===== src/rtl/gpb_pkg.sv =====
package gpb_pkg;
  localparam int LINES   = 32;
  localparam int LINE_IW = $clog2(LINES);
  localparam int OFS_W   = 6;

  localparam logic [OFS_W-1:0] OFS_MASK = 6'h00;
  localparam logic [OFS_W-1:0] OFS_CFG  = 6'h04;
  localparam logic [OFS_W-1:0] OFS_PINS = 6'h08;
  localparam logic [OFS_W-1:0] OFS_LOCK = 6'h0C;
  localparam logic [OFS_W-1:0] OFS_SET  = 6'h10;
  localparam logic [OFS_W-1:0] OFS_CLR  = 6'h14;
  localparam logic [OFS_W-1:0] OFS_OUT  = 6'h18;

  typedef struct packed {
    logic [2:0] evt;
    logic [1:0] drv;
    logic       schmitt;
    logic       od;
    logic       filt_slow;
    logic       filt_en;
    logic       pd;
    logic       pu;
    logic       dir;
    logic [2:0] func;
  } line_cfg_t;

  function automatic line_cfg_t cfg_from_word(input logic [31:0] w);
    line_cfg_t c;
    c.func      = w[2:0];
    c.dir       = w[8];
    c.pu        = w[9];
    c.pd        = w[10];
    c.filt_en   = w[12];
    c.filt_slow = w[13];
    c.od        = w[14];
    c.schmitt   = w[15];
    c.drv       = w[17:16];
    c.evt       = w[26:24];
    return c;
  endfunction

  function automatic logic [31:0] cfg_to_word(input line_cfg_t c);
    logic [31:0] w;
    w         = '0;
    w[2:0]    = c.func;
    w[8]      = c.dir;
    w[9]      = c.pu;
    w[10]     = c.pd;
    w[12]     = c.filt_en;
    w[13]     = c.filt_slow;
    w[14]     = c.od;
    w[15]     = c.schmitt;
    w[17:16]  = c.drv;
    w[26:24]  = c.evt;
    return w;
  endfunction

  // Index of the lowest set bit; 0 when none is set.
  function automatic logic [LINE_IW-1:0] first_set(input logic [LINES-1:0] m);
    logic [LINE_IW-1:0] idx;
    idx = '0;
    for (int i = LINES - 1; i >= 0; i--) begin
      if (m[i]) idx = LINE_IW'(i);
    end
    return idx;
  endfunction
endpackage


===== src/rtl/gpb_line_cfg.sv =====
module gpb_line_cfg
  import gpb_pkg::*;
(
  input  logic      clk,
  input  logic      rst_n,
  input  logic      we,
  input  line_cfg_t wcfg,
  output line_cfg_t cfg_o
);
  always_ff @(posedge clk or negedge rst_n) begin
    if (!rst_n)  cfg_o <= '0;
    else if (we) cfg_o <= wcfg;
  end
endmodule


===== src/rtl/gpb_sync.sv =====
module gpb_sync #(
  parameter int W = 32
) (
  input  logic         clk,
  input  logic         rst_n,
  input  logic [W-1:0] d,
  output logic [W-1:0] q
);
  logic [W-1:0] stage1;

  always_ff @(posedge clk or negedge rst_n) begin
    if (!rst_n) begin
      stage1 <= '0;
      q      <= '0;
    end else begin
      stage1 <= d;
      q      <= stage1;
    end
  end
endmodule


===== src/rtl/gpb_bank.sv =====
module gpb_bank
  import gpb_pkg::*;
(
  input  logic                  clk,
  input  logic                  rst_n,
  input  logic                  sel,
  input  logic                  wr_en,
  input  logic [OFS_W-1:0]      ofs,
  input  logic [31:0]           wdata,
  input  logic [LINES-1:0]      pin_i,
  output logic [31:0]           rdata,
  output logic [LINES-1:0]      out_o,
  output line_cfg_t [LINES-1:0] cfgs_o,
  output logic [LINES-1:0]      cfg_we_o,
  output logic [LINES-1:0]      set_o,
  output logic [LINES-1:0]      clr_o,
  output logic [LINES-1:0]      pins_o
);
  logic             wr;
  logic [LINES-1:0] mask_q;
  line_cfg_t        wcfg;

  assign wr       = sel && wr_en;
  assign wcfg     = cfg_from_word(wdata);
  assign cfg_we_o = (wr && ofs == OFS_CFG) ? mask_q : '0;
  assign set_o    = (wr && ofs == OFS_SET) ? wdata  : '0;
  assign clr_o    = (wr && ofs == OFS_CLR) ? wdata  : '0;

  always_ff @(posedge clk or negedge rst_n) begin
    if (!rst_n)                       mask_q <= '0;
    else if (wr && ofs == OFS_MASK)   mask_q <= wdata;
  end

  always_ff @(posedge clk or negedge rst_n) begin
    if (!rst_n) out_o <= '0;
    else        out_o <= (out_o | set_o) & ~clr_o;
  end

  for (genvar l = 0; l < LINES; l++) begin : g_line
    gpb_line_cfg u_cfg (
      .clk   (clk),
      .rst_n (rst_n),
      .we    (cfg_we_o[l]),
      .wcfg  (wcfg),
      .cfg_o (cfgs_o[l])
    );
  end

  gpb_sync #(.W(LINES)) u_sync (
    .clk   (clk),
    .rst_n (rst_n),
    .d     (pin_i),
    .q     (pins_o)
  );

  always_comb begin
    rdata = '0;
    unique case (ofs)
      OFS_MASK: rdata = mask_q;
      OFS_CFG:  rdata = (|mask_q) ? cfg_to_word(cfgs_o[first_set(mask_q)]) : '0;
      OFS_PINS: rdata = pins_o;
      OFS_OUT:  rdata = out_o;
      default:  rdata = '0;
    endcase
  end
endmodule


===== src/rtl/gpio_mask_bank.sv =====
module gpio_mask_bank
  import gpb_pkg::*;
#(
  parameter int NUM_BANKS = 4,
  parameter int ADDR_W    = 10
) (
  input  logic                       clk,
  input  logic                       rst_n,
  input  logic                       bus_we,
  input  logic [ADDR_W-1:0]          bus_addr,
  input  logic [31:0]                bus_wdata,
  output logic [31:0]                bus_rdata,
  input  logic [NUM_BANKS*LINES-1:0] pad_in,
  output logic [NUM_BANKS*LINES-1:0] pad_out,
  output logic [NUM_BANKS*LINES-1:0] pad_oe,
  output logic [NUM_BANKS*LINES*3-1:0] pad_func,
  output logic [NUM_BANKS*LINES-1:0] pad_pu,
  output logic [NUM_BANKS*LINES-1:0] pad_pd,
  output logic [NUM_BANKS*LINES-1:0] pad_od,
  output logic [NUM_BANKS*LINES-1:0] pad_schmitt,
  output logic [NUM_BANKS*LINES*2-1:0] pad_drv
);
  localparam int NL      = NUM_BANKS * LINES;
  localparam int BANK_IW = ADDR_W - OFS_W;

  logic [BANK_IW-1:0] bank_idx;
  logic [OFS_W-1:0]   ofs;
  logic [NUM_BANKS-1:0] bank_sel;
  logic [31:0]        bank_rd [NUM_BANKS];

  line_cfg_t [NL-1:0] cfg_all;
  logic [NL-1:0]      cfg_we_all;
  logic [NL-1:0]      set_all;
  logic [NL-1:0]      clr_all;
  logic [NL-1:0]      pins_sync_all;
  logic               lock_rd;

  assign bank_idx = bus_addr[ADDR_W-1:OFS_W];
  assign ofs      = bus_addr[OFS_W-1:0];
  assign lock_rd  = (ofs == OFS_LOCK);

  for (genvar b = 0; b < NUM_BANKS; b++) begin : g_bank
    assign bank_sel[b] = (bank_idx == BANK_IW'(b));

    gpb_bank u_bank (
      .clk      (clk),
      .rst_n    (rst_n),
      .sel      (bank_sel[b]),
      .wr_en    (bus_we),
      .ofs      (ofs),
      .wdata    (bus_wdata),
      .pin_i    (pad_in[b*LINES +: LINES]),
      .rdata    (bank_rd[b]),
      .out_o    (pad_out[b*LINES +: LINES]),
      .cfgs_o   (cfg_all[b*LINES +: LINES]),
      .cfg_we_o (cfg_we_all[b*LINES +: LINES]),
      .set_o    (set_all[b*LINES +: LINES]),
      .clr_o    (clr_all[b*LINES +: LINES]),
      .pins_o   (pins_sync_all[b*LINES +: LINES])
    );
  end

  always_comb begin
    bus_rdata = '0;
    for (int b = 0; b < NUM_BANKS; b++) begin
      if (bank_sel[b]) bus_rdata = bus_rdata | bank_rd[b];
    end
  end

  for (genvar n = 0; n < NL; n++) begin : g_pad
    assign pad_oe[n]          = cfg_all[n].dir;
    assign pad_func[n*3 +: 3] = cfg_all[n].func;
    assign pad_pu[n]          = cfg_all[n].pu;
    assign pad_pd[n]          = cfg_all[n].pd & ~cfg_all[n].pu;
    assign pad_od[n]          = cfg_all[n].od;
    assign pad_schmitt[n]     = cfg_all[n].schmitt;
    assign pad_drv[n*2 +: 2]  = cfg_all[n].drv;
  end
endmodule


===== config.mk =====
export PLATFORM = sky130hd
export DESIGN_NAME = gpio_mask_bank
export DESIGN_NICKNAME = d
export VERILOG_FILES = /design/src/rtl/gpb_pkg.sv /design/src/rtl/gpb_line_cfg.sv /design/src/rtl/gpb_sync.sv /design/src/rtl/gpb_bank.sv /design/src/rtl/gpio_mask_bank.sv
export SDC_FILE = /design/constraint.sdc
export NUM_CORES = 2
export LEC_CHECK = 0
export ABC_AREA = 1
export BUFFER_PORTS_ARGS = -buffer_cell sky130_fd_sc_hd__buf_2
export CORE_AREA = 2 2 627 629
export CTS_CLUSTER_SIZE = 20
export DETAILED_ROUTE_END_ITERATION = 6
export DIE_AREA = 0 0 629 631
export GPL_ROUTABILITY_DRIVEN = 0
export SETUP_SLACK_MARGIN = 0.3
export SLEW_MARGIN = 30
export SYNTH_ARGS = -nofsm -noshare
export SYNTH_HDL_FRONTEND = slang
export SYNTH_SLANG_ARGS = --single-unit

===== constraint.sdc =====
create_clock -name clk -period 7 [get_ports clk]
set_input_delay 0.35 -clock clk [delete_from_list [all_inputs] [get_ports clk]]
set_output_delay 0.35 -clock clk [all_outputs]
set_load 0.02 [all_outputs]

# == Word-level counts from Yosys, hierarchy flattened ==
# Index checks and enable logic that the tools add are counted.
# Widths: inputs -> output; s select.
# word_totals
inputBits,173
elab_cells,1769
register_bits,2432
out_inout_bits,1440
# classes
order_cmp,4
bitwise_logic,271
n_eq_ne,8
n_mux,164
n_reduce_logical,26
# ops
operator,count
$mux 5,132
$mux 32,16
$pmux 32 s4,4
$bmux 15 s5,4
$or 32x32->32,7
$and 1x1->1,128
$and 32x32->32,4
$not 1->1,128
$not 32->32,4
$reduce_or 32->1,4
$mux 27,4
$mux 15,4
$lt 5x6->1 const B,4
$logic_and 1x1->1,20
$eq 6x5->1 const B,3
$eq 4x2->1 const B,2
$eq 6x3->1 const B,1
$eq 6x4->1 const B,1
$logic_not 6->1,1
$eq 4x1->1 const B,1
$logic_not 4->1,1

# == Longest topological paths before layout ==
# depth
depth_word,44
ltp_mapped,47
mapped_depth_nobuf,45

# == By module ==
# From an unflattened synthesis, not the netlist that was laid out.
# unflattened
hier_cells,15703
area_unflattened_um2,122423.7
# modules_own_cells
mod,instances,area_each_um2,seq_area_each_um2,cells_each
gpb_line_cfg,128,608.1,375.4,64
gpb_bank at g_bank[1].u_bank ...,3,8903.5,1601.5,1655
gpb_bank at g_bank[0].u_bank,1,9083.7,1601.5,1707
gpb_sync,4,1601.5,1601.5,64
gpio_mask_bank,1,2388.5,0.0,583

# == Worst setup path before layout ==
# OpenSTA, ideal clock, no wires.
# synth_path
kind,register to output
from,register g_bank[2].u_bank.mask_q[30]
to,output port bus_rdata[12]
path_slack_ns,3.694
arrival_time_ns,2.956
path_buffers,2
path_stages_with_launch,46
cell_sequence,dfrtp_1 -> inv_2 -> nand2_1 -> nand2_1 -> nand2_1 -> nand2_1 -> nand2_1 -> nand2_1 -> nand2_1 -> nand2_1 -> nand2_1 -> nand2_1 -> nand2_1 -> nand2_1 -> nand2_1 -> nand2_1 -> nand2_1 -> nand2_1 -> [... 10 more ...] -> nand2_1 -> nand2_1 -> nand2_1 -> nand2_2 -> buf_2 -> buf_2 -> nand3_1 -> nand3_1 -> nand3_1 -> nand3_1 -> nand2_1 -> nand2_1 -> nand3_1 -> nand2_1 -> nand2_1 -> nand2_1 -> inv_1 -> nand2_1
# synth_between
elab_chain_len,40
elab_cells_between_ends,41
# synth_lines
item,line_no,source
"start, declared",gpb_bank.sv:20,logic [LINES-1:0] mask_q;
"start signal, assigned",gpb_bank.sv:31,else if (wr && ofs == OFS_MASK) mask_q <= wdata;
$mux 5 (31 in a row),gpb_pkg.sv:63,if (m[i]) idx = LINE_IW'(i);
$mux 5,gpb_bank.sv:58,unique case (ofs)
$bmux 15 s5,gpb_bank.sv:60,OFS_CFG: rdata = (|mask_q) ? cfg_to_word(cfgs_o[first_set(mask_q)]) : '0;
$mux 15 (not written as such),gpb_bank.sv:60,
$mux 27 (*),gpb_bank.sv:60,
$pmux 32 s4 (*),gpb_bank.sv:58,
$or 32x32->32 (*),gpio_mask_bank.sv:66,if (bank_sel[b]) bus_rdata = bus_rdata | bank_rd[b];
$mux 32 (*),gpio_mask_bank.sv:66,
$or 32x32->32,gpio_mask_bank.sv:66,
$mux 32 (*),gpio_mask_bank.sv:66,
"end, declared",gpio_mask_bank.sv:12,"output logic [31:0] bus_rdata,"
# Mark *: on every way between the ends. The rest lies on a longest branch, timed or not. The select of a mux whose other input is x is not followed.

# == Final worst setup path ==
# layout_path
from,register g_bank[3].u_bank.mask_q[28]
to,output port bus_rdata[14]
# layout_between
elab_chain_len,36
elab_cells_between_ends,37
# layout_lines
item,line_no
"start, declared",gpb_bank.sv:20
"start signal, assigned",gpb_bank.sv:31
$mux 5 (29 in a row),gpb_pkg.sv:63
$mux 5,gpb_bank.sv:58
$bmux 15 s5,gpb_bank.sv:60
$mux 15 (not written as such),gpb_bank.sv:60
$mux 27 (*),gpb_bank.sv:60
$pmux 32 s4 (*),gpb_bank.sv:58
$or 32x32->32 (*),gpio_mask_bank.sv:66
$mux 32 (*),gpio_mask_bank.sv:66
# Marks and branches as above.

==> flow_metrics.py <==
metrics = {
    "yosys": {
        "synth-seq-cells": 2432,
        "synth_area_leaders": "dfrtp_1 (51%), nand2_1 (13%), nand3_1 (11%)",
        "synth_area_mm2": 0.118,
        "yosysTopAreaCell": "dfrtp_1",
        "syn_inst": 14634,
        "yosysWarnings": 0,
        "synth_top_area_share_pct": 51.4,
        "avgSynthCellArea_um2": 8.09,
        "synth.distinct_cells": 31,
        "ys_seq_area_share_pct": 51.4,
        "synth_nets": 14807,
    },
    "detailed_routing": {
        "drt_iter0_markers": 14922,
        "wirelength_mm": 606,
        "wire_per_inst_um": 30.0,
        "drtPass1Iterations": 7,
        "vias": 109054,
        "post-route-drc-count": 10,
        "vias_per_cell": 5.40,
        "drtAntennaViolNets": 0,
    },
    "die": {
        "io_pins": 1613,
        "fp.dieArea_mm2": 0.397,
        "start_util_pct": 30.3,
        "die_w_um": 629,
        "die_h_um": 631,
        "design.core.area_mm2": 0.391,
        "rows": 230,
    },
    "critical_path": {
        "worstRegToRegCells": 2,
        "max_stage_delay_ns": 0.56,
        "crit_type": "flip-flop to primary output",
        "critPathRequiredTime_ns": 6.65,
        "reg2reg_from": "g_bank[0].u_bank.mask_q[5]",
        "critPathCapture": "bus_rdata[14]",
        "cp.depth": 29,
        "critical_path_arrival_ns": 6.18,
        "cp_max_fo": 59,
        "startpoint": "g_bank[3].u_bank.mask_q[28]",
        "critPathCaptureType": "primary output",
        "reg2reg_slack_ns": 5.35,
        "path_buf_inv": 6,
        "cpMaxStageDelayCell": "inv_8",
        "startpoint_type": "flip-flop",
        "r2r_end": "g_bank[0].u_bank.g_line[5].u_cfg.cfg_o[9]",
        "path_delay_family": "simple AND/OR/NAND/NOR gates",
    },
    "placement": {
        "hpwl_mm": 426,
        "dp_cells": 19413,
        "io_buffers": 1612,
    },
    "sta": {
        "worst_slew_pin_slew_ns": 1.07,
        "finalSetupTns_ns": 0,
        "slew_viol_final": 0,
        "hold_violations": 0,
        "max_clock_freq_ghz": 0.153,
        "slew_headroom_pct": 28.9,
        "fin_crit_sh_pct": 93.3,
        "skew_ns": 0.0474,
        "fin_crit_ns": 6.53,
        "rsz0062_at_grt": "no",
        "setup_viol": 0,
    },
    "grt": {
        "grt_pass1_vias": 98391,
        "globalRouteTotalUtil_pct": 29.2,
        "grt_pass1_wl_mm": 825,
        "gr-total-overflow": 0,
        "top_usage_layer": "met2",
        "grt_max_degree": 159,
        "grt_use_met3_pct": 7.54,
        "use_met2_pct": 45.2,
        "antenna_found_initial": 104,
        "use_met1_pct": 36.3,
    },
    "power": {
        "leakagePower_uw": 0.0636,
        "power_density_mw_per_mm2": 263,
        "p_total_uw": 35500,
        "vdd_drop_max_uv": 192,
    },
    "cells_and_area": {
        "drive_above_1_share_pct": 17.0,
        "final-instance-count-excl-fill": 20202,
        "most-common-layout-cells": "nand2_1 (3912), nand3_1 (2570), dfrtp_1 (2432)",
        "final_nets": 14845,
        "mostFrequentLayoutCell": "nand2_1",
        "area_growth_pct": 13.9,
        "n_fill_cell": 41201,
        "fin_util_pct": 34.5,
    },
    "clock_tree": {
        "clkTransAtPathRegs_ns": 0.06,
        "cts_buffers": 297,
        "ctsRootBufferMaster": "clkbuf_16",
        "clockBufferDepth": 4,
        "cts_tree": "done",
        "h-tree-depth": 5,
        "insertion_delay_ns": 0.95,
        "clock-sinks": 2432,
    },
    "job": {
        "max_cap_viol_count": 0,
    },
    "status": {
        "violations": "DRC",
        "status": "finished with violations",
    },
    "min_path": {
        "hp-class": "input pin to async pin",
    },
}
timing repair:
action | in CTS | in global routing
pin swaps | 0 | 4
hold buffers | 161 | 0
resized for setup | 3 | 38
buffers inserted | 0 | 7
gates cloned | 0 | 10
setup endpoints to repair | 3 | 15
endpoints found under the hold margin | 361 | 0
synthesized netlist by cell type (all sizes together):
master / number
o31ai: 3
nor3: 13
clkbuf: 971
o311ai: 1
buf: 1369
o21ai: 2172
nor4: 12
nor2: 271
o21bai: 3
nand4: 5
o22ai: 48
nand2: 3971
clkinv: 25
a21oi: 171
a221oi: 45
o211ai: 13
a22oi: 19
a311oi: 4
a31o: 9
nand3: 2585
o2111ai: 14
dfrtp: 2432
a31oi: 1
o221ai: 6
inv: 471
sequential cells by signal (all words and copies together), names as in the netlist:
signal,cells
g_bank.u_bank.u_sync.q,128
g_bank.u_bank.g_line.u_cfg.cfg_o,1920
g_bank.u_bank.out_o,128
g_bank.u_bank.u_sync.stage1,128
g_bank.u_bank.mask_q,128
power by group:
part | switching (uW) | internal, uW | leakage [uW]
Combinational | 4090 | 1170 | 0.0256
Sequential | 69.9 | 14200 | 0.0331
Clock | 6660 | 9320 | 0.00487
routing by layer:
layer  up-vias  routed length, um
met4        18              47400
li1      47264                  -
met5         -                103
met3      1432              63400
met1     53462             226000
met2      6878             270000
worst reg2reg max path: stages (launching register included):
cell and delay (ns):
dfrtp_1 0.52, nand2_2 0.56, o21ai_0 0.44
cell type report:
| class | count | area (um^2) | share of cell area [%] |
|---|---|---|---|
| antenna | 82 | 205 | 0.152 |
| clock buffer | 440 | 8840 | 6.55 |
| clock inverter | 87 | 1060 | 0.784 |
| inverter | 496 | 2000 | 1.48 |
| multi-input combinational | 9373 | 42700 | 31.6 |
| sequential | 2432 | 60900 | 45.1 |
| tap | 5220 | 6530 | 4.84 |
| timing repair buffer | 2072 | 12700 | 9.42 |
worst min-delay path by stage:
stage               slack [ns]                                          to                                from
detailed placement        0.33               g_bank[0].u_bank.u_sync.q[17]  g_bank[0].u_bank.u_sync.stage1[17]
global placement          0.33               g_bank[2].u_bank.u_sync.q[19]  g_bank[2].u_bank.u_sync.stage1[19]
CTS                       0.02           g_bank[1].u_bank.u_sync.stage1[0]                          pad_in[32]
finish                    0.04  g_bank[1].u_bank.g_line[23].u_cfg.cfg_o[3]                               rst_n
global route              0.07  g_bank[0].u_bank.g_line[27].u_cfg.cfg_o[8]                               rst_n
floorplan                 0.05   g_bank[0].u_bank.g_line[0].u_cfg.cfg_o[0]                               rst_n
kinds of logic (layout without fill, tap and decap cells):
group	after synthesis	count (layout)	share of synthesized area, %
other	0	82	0
buffers and inverters	2836	3095	13.0
AOI/OAI and AO/OA	2509	2509	11.0
DFF	2432	2432	51.4
and+or+nand+nor	6857	6864	24.6
metrics by stage:
step	hold slack (ns)	instance area, um^2	setup slack (ns)
6_report	0.0357	135000	0.468
5_1_grt	0.0671	135000	0.298
4_1_cts	0.0167	134000	0.305
3_5_place_dp	0.335	123000	1.17
3_3_place_gp	0.332	123000	1.12
2_1_floorplan	0.0544	118000	3.69
(Power assumes the default switching activity.)
